--- config.mk ---
export PLATFORM = sky130hd
export DESIGN_NAME = pit_channel
export DESIGN_NICKNAME = d
export VERILOG_FILES = /design/src/rtl/pit_pkg.sv /design/src/rtl/pit_ctrl_decode.sv /design/src/rtl/pit_load_fsm.sv /design/src/rtl/pit_down_counter.sv /design/src/rtl/pit_channel.sv
export SDC_FILE = /design/constraint.sdc
export NUM_CORES = 1
export LEC_CHECK = 0
export BUFFER_PORTS_ARGS = -buffer_cell sky130_fd_sc_hd__buf_4
export CAP_MARGIN = 20
export CORE_ASPECT_RATIO = 2
export CORE_MARGIN = 2
export CORE_UTILIZATION = 40
export CTS_CLUSTER_SIZE = 16
export DETAILED_ROUTE_END_ITERATION = 8
export PLACE_DENSITY = 0.61
export SKIP_LAST_GASP = 1
export SLEW_MARGIN = 20
export SYNTH_ARGS = -nofsm -noshare
export SYNTH_HDL_FRONTEND = slang
export SYNTH_SLANG_ARGS = --single-unit
--- constraint.sdc ---
create_clock -name clk -period 2.39 [get_ports clk]
set_input_delay 0.1195 -clock clk [delete_from_list [all_inputs] [get_ports clk]]
set_output_delay 0.1195 -clock clk [all_outputs]
set_load 0.01 [all_outputs]
--- src/rtl/pit_pkg.sv ---
package pit_pkg;

    typedef enum logic [1:0] {
        ST_IDLE    = 2'd0,
        ST_WAIT_LO = 2'd1,
        ST_WAIT_HI = 2'd2,
        ST_RUN     = 2'd3
    } ld_state_e;

    typedef struct packed {
        logic [1:0] chan;
        logic [1:0] access;
        logic [2:0] mode;
        logic       bcd;
    } ctrl_word_t;

    localparam logic [1:0] ACCESS_LO_HI = 2'b11;
    localparam logic [2:0] MODE_RATE    = 3'b010;

endpackage

--- src/rtl/pit_ctrl_decode.sv ---
module pit_ctrl_decode
    import pit_pkg::*;
#(
    parameter logic [1:0] CHAN_ID = 2'd0
) (
    input  logic       wr_en,
    input  logic       sel_ctrl,
    input  logic [7:0] wr_data,
    output logic       cw_hit,
    output logic       cw_ok,
    output logic       data_wr
);

    ctrl_word_t cw;

    always_comb begin
        cw      = ctrl_word_t'(wr_data);
        cw_hit  = wr_en && sel_ctrl && (cw.chan == CHAN_ID);
        cw_ok   = (cw.access == ACCESS_LO_HI) && (cw.mode == MODE_RATE) && !cw.bcd;
        data_wr = wr_en && !sel_ctrl;
    end

endmodule

--- src/rtl/pit_load_fsm.sv ---
module pit_load_fsm
    import pit_pkg::*;
#(
    parameter int BYTE_W = 8,
    localparam int CNT_W = 2 * BYTE_W
) (
    input  logic              clk,
    input  logic              rst_n,
    input  logic              cw_hit,
    input  logic              cw_ok,
    input  logic              data_wr,
    input  logic [BYTE_W-1:0] wr_byte,
    output ld_state_e         state,
    output logic              running,
    output logic              start,
    output logic [CNT_W-1:0]  start_val,
    output logic [CNT_W-1:0]  reload_val
);

    ld_state_e         state_q, state_n;
    logic [BYTE_W-1:0] lo_q;
    logic              hi_next_q;
    logic [CNT_W-1:0]  reload_q;

    // state register
    always_ff @(posedge clk or negedge rst_n) begin
        if (!rst_n) state_q <= ST_IDLE;
        else        state_q <= state_n;
    end

    // next-state logic: arm, reject, take_lo, launch
    always_comb begin
        state_n = state_q;
        unique case (state_q)
            ST_IDLE:    state_n = ST_IDLE;
            ST_WAIT_LO: if (data_wr) state_n = ST_WAIT_HI;
            ST_WAIT_HI: if (data_wr) state_n = ST_RUN;
            ST_RUN:     state_n = ST_RUN;
        endcase
        if (cw_hit) state_n = cw_ok ? ST_WAIT_LO : ST_IDLE;
    end

    // byte staging and stored count
    always_ff @(posedge clk or negedge rst_n) begin
        if (!rst_n) begin
            lo_q      <= '0;
            hi_next_q <= 1'b0;
            reload_q  <= '0;
        end else if (cw_hit) begin
            hi_next_q <= 1'b0;
        end else if (data_wr) begin
            unique case (state_q)
                ST_IDLE:    ;
                ST_WAIT_LO: lo_q <= wr_byte;
                ST_WAIT_HI: begin
                    reload_q  <= {wr_byte, lo_q};
                    hi_next_q <= 1'b0;
                end
                ST_RUN: begin
                    if (!hi_next_q) begin
                        lo_q      <= wr_byte;
                        hi_next_q <= 1'b1;
                    end else begin
                        reload_q  <= {wr_byte, lo_q};
                        hi_next_q <= 1'b0;
                    end
                end
            endcase
        end
    end

    // outputs
    always_comb begin
        state      = state_q;
        running    = (state_q == ST_RUN);
        start      = (state_q == ST_WAIT_HI) && data_wr && !cw_hit;
        start_val  = {wr_byte, lo_q};
        reload_val = reload_q;
    end

endmodule

--- src/rtl/pit_down_counter.sv ---
module pit_down_counter #(
    parameter int CNT_W = 16
) (
    input  logic             clk,
    input  logic             rst_n,
    input  logic             running,
    input  logic             start,
    input  logic [CNT_W-1:0] start_val,
    input  logic [CNT_W-1:0] reload_val,
    output logic [CNT_W:0]   cnt,
    output logic             rate_out
);

    localparam logic [CNT_W:0] ONE = (CNT_W+1)'(1);

    logic [CNT_W:0] cnt_q;

    // zero stands for the full 2**CNT_W period
    function automatic logic [CNT_W:0] expand(input logic [CNT_W-1:0] v);
        return {(v == '0), v};
    endfunction

    always_ff @(posedge clk or negedge rst_n) begin
        if (!rst_n)              cnt_q <= '0;
        else if (start)          cnt_q <= expand(start_val);
        else if (!running)       cnt_q <= '0;
        else if (cnt_q == ONE)   cnt_q <= expand(reload_val);
        else                     cnt_q <= cnt_q - ONE;
    end

    always_comb begin
        cnt      = cnt_q;
        rate_out = !(running && (cnt_q == ONE));
    end

endmodule

--- src/rtl/pit_channel.sv ---
module pit_channel
    import pit_pkg::*;
#(
    parameter logic [1:0] CHAN_ID = 2'd0,
    parameter int         BYTE_W  = 8
) (
    input  logic       clk,
    input  logic       rst_n,
    input  logic       wr_en,
    input  logic       sel_ctrl,
    input  logic [7:0] wr_data,
    output logic       rate_out
);

    localparam int CNT_W = 2 * BYTE_W;

    logic             cw_hit, cw_ok, data_wr;
    ld_state_e        fsm_state;
    logic             running, start;
    logic [CNT_W-1:0] start_val, reload_val;
    logic [CNT_W:0]   cnt;

    pit_ctrl_decode #(.CHAN_ID(CHAN_ID)) u_dec (
        .wr_en    (wr_en),
        .sel_ctrl (sel_ctrl),
        .wr_data  (wr_data),
        .cw_hit   (cw_hit),
        .cw_ok    (cw_ok),
        .data_wr  (data_wr)
    );

    pit_load_fsm #(.BYTE_W(BYTE_W)) u_fsm (
        .clk        (clk),
        .rst_n      (rst_n),
        .cw_hit     (cw_hit),
        .cw_ok      (cw_ok),
        .data_wr    (data_wr),
        .wr_byte    (wr_data[BYTE_W-1:0]),
        .state      (fsm_state),
        .running    (running),
        .start      (start),
        .start_val  (start_val),
        .reload_val (reload_val)
    );

    pit_down_counter #(.CNT_W(CNT_W)) u_cnt (
        .clk        (clk),
        .rst_n      (rst_n),
        .running    (running),
        .start      (start),
        .start_val  (start_val),
        .reload_val (reload_val),
        .cnt        (cnt),
        .rate_out   (rate_out)
    );

endmodule

==> results.cfg <==
[run_status]
outcome = complete, no violations

[power_and_ir_drop]
p_per_area_mw_per_mm2 = 1180
vdd_drop_max_uv = 830
p_leak_nw = 1.06

[floorplanning]
row_count = 38
io_pins = 13
start_util = 0.416
core_area_mm2 = 0.00547
die_h_um = 111
die_w_um = 57.3
die-area_mm2 = 0.00634

[finish]
final_util = 0.463
n_fill_cell = 508
fin_nets = 256
area_growth_syn_to_layout_pct = 11.4
final_layout_size_suffix_gt1_frac = 0.230
antenna_cells = 0

[grt]
met3_usage = 0.0328
grt_pass1_wl_mm = 8.38
grt_max_degree = 45
met2_usage = 0.322
grt-busiest-layer = met2
grt_overflow_total = 0
grt_usage = 0.175
grt_pass1_vias = 1656
use_met1 = 0.185
antenna_found_initial = 0

[drt]
drt_pass1_iterations = 4
vias = 1662
drc_errors = 0
drt-initial-drc-count = 34
route.antenna.remaining_nets = 0
avgRoutedWirePerCell_um = 16.3
drt_wl_total_mm = 4.93
viasPerCell = 5.49

[place]
gp_congestion = 0.755
port_buffers = 12
dp_slack_ps = 571
place_hpwl_mm = 3.83

[setup_path]
cp-end-kind = output pin
crit_arrival_ps = 2040
worstSetupPathType = flip-flop to output pin
critical_path_required_ps = 2270
path_max_fanout = 9
crit_path_start_kind = flip-flop

[logic_synthesis]
ys_seq_area_frac = 0.484
syn_nets = 240
yosysUniqueCellTypes = 42
syn_inst = 226
synth_warnings = 0
synth_area_mm2 = 0.00227
ys_ff_latch = 44
synth.avg_cell_area_um2 = 10.1

[worst_hold_path]
hold_path_class = input port to flip-flop

[timing]
setup-tns-final_ps = 0
fin_ws_ps = 229
clock_skew_ps = 9.42
hold_violations = 0
max_freq_mhz = 463
final-max-slew-violation-count = 0
maxSlewHeadroom = 0.641
min_period_ps = 2160
finalSetupViolations = 0
grt_setup_unrepaired = false
period_share = 0.904
worstMarginPinSlew_ps = 539

[clock_network]
insertion_delay_ps = 310
cts_sinks = 44
cts_tree = done
ctsLongestPathBuffers = 2
cts_resized = 0
root_buffer = clkbuf_8
cts_max_level = 2
cts_buffers = 5
worst_setup_hold_path_clk_slew_ps = 80

[job]
drv_cap = 0
[final cells by class]
cell class	count	area [µm²]	area share
Multi-Input combinational cell	170	1120	0.444
Sequential cell	44	1100	0.435
Timing Repair Buffer	17	130	0.0514
Tap cell	60	75.1	0.0296
Clock buffer	5	68.8	0.0272
Clock inverter	3	18.8	0.00741
Inverter	4	15.0	0.00593
[Yosys cell counts, drive strengths merged]
cell type	number	share of area
buf	3	0.0066
mux2	24	0.12
nand2	33	0.054
nor2b	1	0.0028
o22ai	1	0.0028
o21bai	1	0.0033
ha	2	0.011
and2	1	0.0028
and3	1	0.0028
nand4b	1	0.0039
nand3b	1	0.0033
nand4	6	0.019
o211a	1	0.0044
nor2	16	0.026
xnor2	10	0.039
a41o	1	0.0044
nor4	10	0.040
or3	1	0.0028
and2b	2	0.0072
dfrtp	44	0.48
o2111ai	1	0.0039
o41ai	1	0.0039
inv	4	0.0066
nor4b	1	0.0039
o21ai	32	0.070
o211ai	1	0.0055
nand2b	1	0.0028
xor2	2	0.0077
nand3	2	0.0044
clkbuf	5	0.0083
a21oi	7	0.017
nor3	5	0.013
a22o	1	0.0039
nor3b	2	0.0066
a31oi	1	0.0028
[placed cells by master (no fill, tap or decap), types with 2 or more instances in the layout]
cell type | netlist | layout
nor2_1 | 16 | 16
nand2_1 | 33 | 33
mux2_2 | 24 | 24
xnor2_1 | 10 | 10
buf_4 | 0 | 16
nor4_2 | 2 | 2
dfrtp_1 | 44 | 44
nor4_1 | 7 | 7
inv_1 | 4 | 4
o21ai_0 | 11 | 11
ha_1 | 2 | 2
xor2_1 | 2 | 2
clkinv_2 | 0 | 2
a21oi_1 | 6 | 6
nand4_1 | 5 | 5
o21ai_1 | 21 | 21
clkbuf_8 | 0 | 5
nand3_1 | 2 | 2
nor3b_1 | 2 | 2
nor3_1 | 4 | 4
[critical path, cell delays in order (launching register included)]
cell and delay [ps]:
dfrtp_1 430, nor4_4 500, nand4_1 240, and2b_2 340, nand2_1 70, buf_4 140
[worst paths after layout]
path	from	endpoint	slack, ps	cells after the start
setup / recovery	u_cnt.cnt[4]$_DFF_PN0_	rate_out	230	5
hold / removal	sel_ctrl	u_fsm.state[1]$_DFFE_PN0P_	50	2
setup reg to reg	u_cnt.cnt[4]$_DFF_PN0_	u_cnt.cnt[10]$_DFF_PN0_	560	5
hold reg to reg	u_fsm.hi_next_q$_DFFE_PN0P_	u_fsm.hi_next_q$_DFFE_PN0P_	490	2
max in group asynchronous	rst_n	u_cnt.cnt[11]$_DFF_PN0_	1670	2
min in group asynchronous	rst_n	u_fsm.reload_val[2]$_DFFE_PN0P_	330	2
[routing by layer]
| metal | up-vias | share of wire |
|---|---|---|
| li1 | 836 | - |
| met1 | 801 | 0.38 |
| met2 | 20 | 0.57 |
| met3 | 5 | 0.020 |
| met4 | 0 | 0.021 |
| met5 | - | 0 |
[flip-flops by register name, summed over array words and instances (netlist names)]
name,cells
u_cnt.cnt,17
u_fsm.lo_q,8
u_fsm.state,2
u_fsm.hi_next_q,1
u_fsm.reload_val,16
[power by group]
| part | total [W] | switching, W | internal, W |
|---|---|---|---|
| Sequential | 0.00136 | 0.000314 | 0.00105 |
| Combinational | 0.00117 | 0.000598 | 0.000574 |
| Clock | 0.000457 | 0.000253 | 0.000203 |
| Total | 0.00299 | 0.00116 | 0.00183 |
[cell families (layout without fill, tap and decap cells)]
group                    after synthesis  count (layout)  share of synthesized area
AND/OR/NAND/NOR                       84              84                      0.196
AO/OA/AOI/OAI                         48              48                      0.122
flip-flops                            44              44                      0.484
multiplexers                          24              24                      0.119
XOR/XNOR                              12              12                     0.0462
buffers and inverters                 12              29                     0.0215
adder cells (fa/ha/maj)                2               2                     0.0110
[metrics by stage]
step	power, W	cell area, µm²	std cells	hold WS [ps]
6_report	0.00299	2530	303	45.4
5_1_grt	0.00324	2530	303	36.7
4_1_cts	0.00303	2530	303	27.8
3_5_place_dp	0.00255	2430	294	142
3_3_place_gp	0.00253	2430	294	142
2_1_floorplan	0.00224	2270	226	-176
[what timing repair did]
action / CTS / global route
hold buffers: 1 / 0
setup endpoints to repair: 0 / 0
hold endpoints to repair: 44 / 0
setup buffers: 0 / 0
Power figures use the tool's default switching activity.
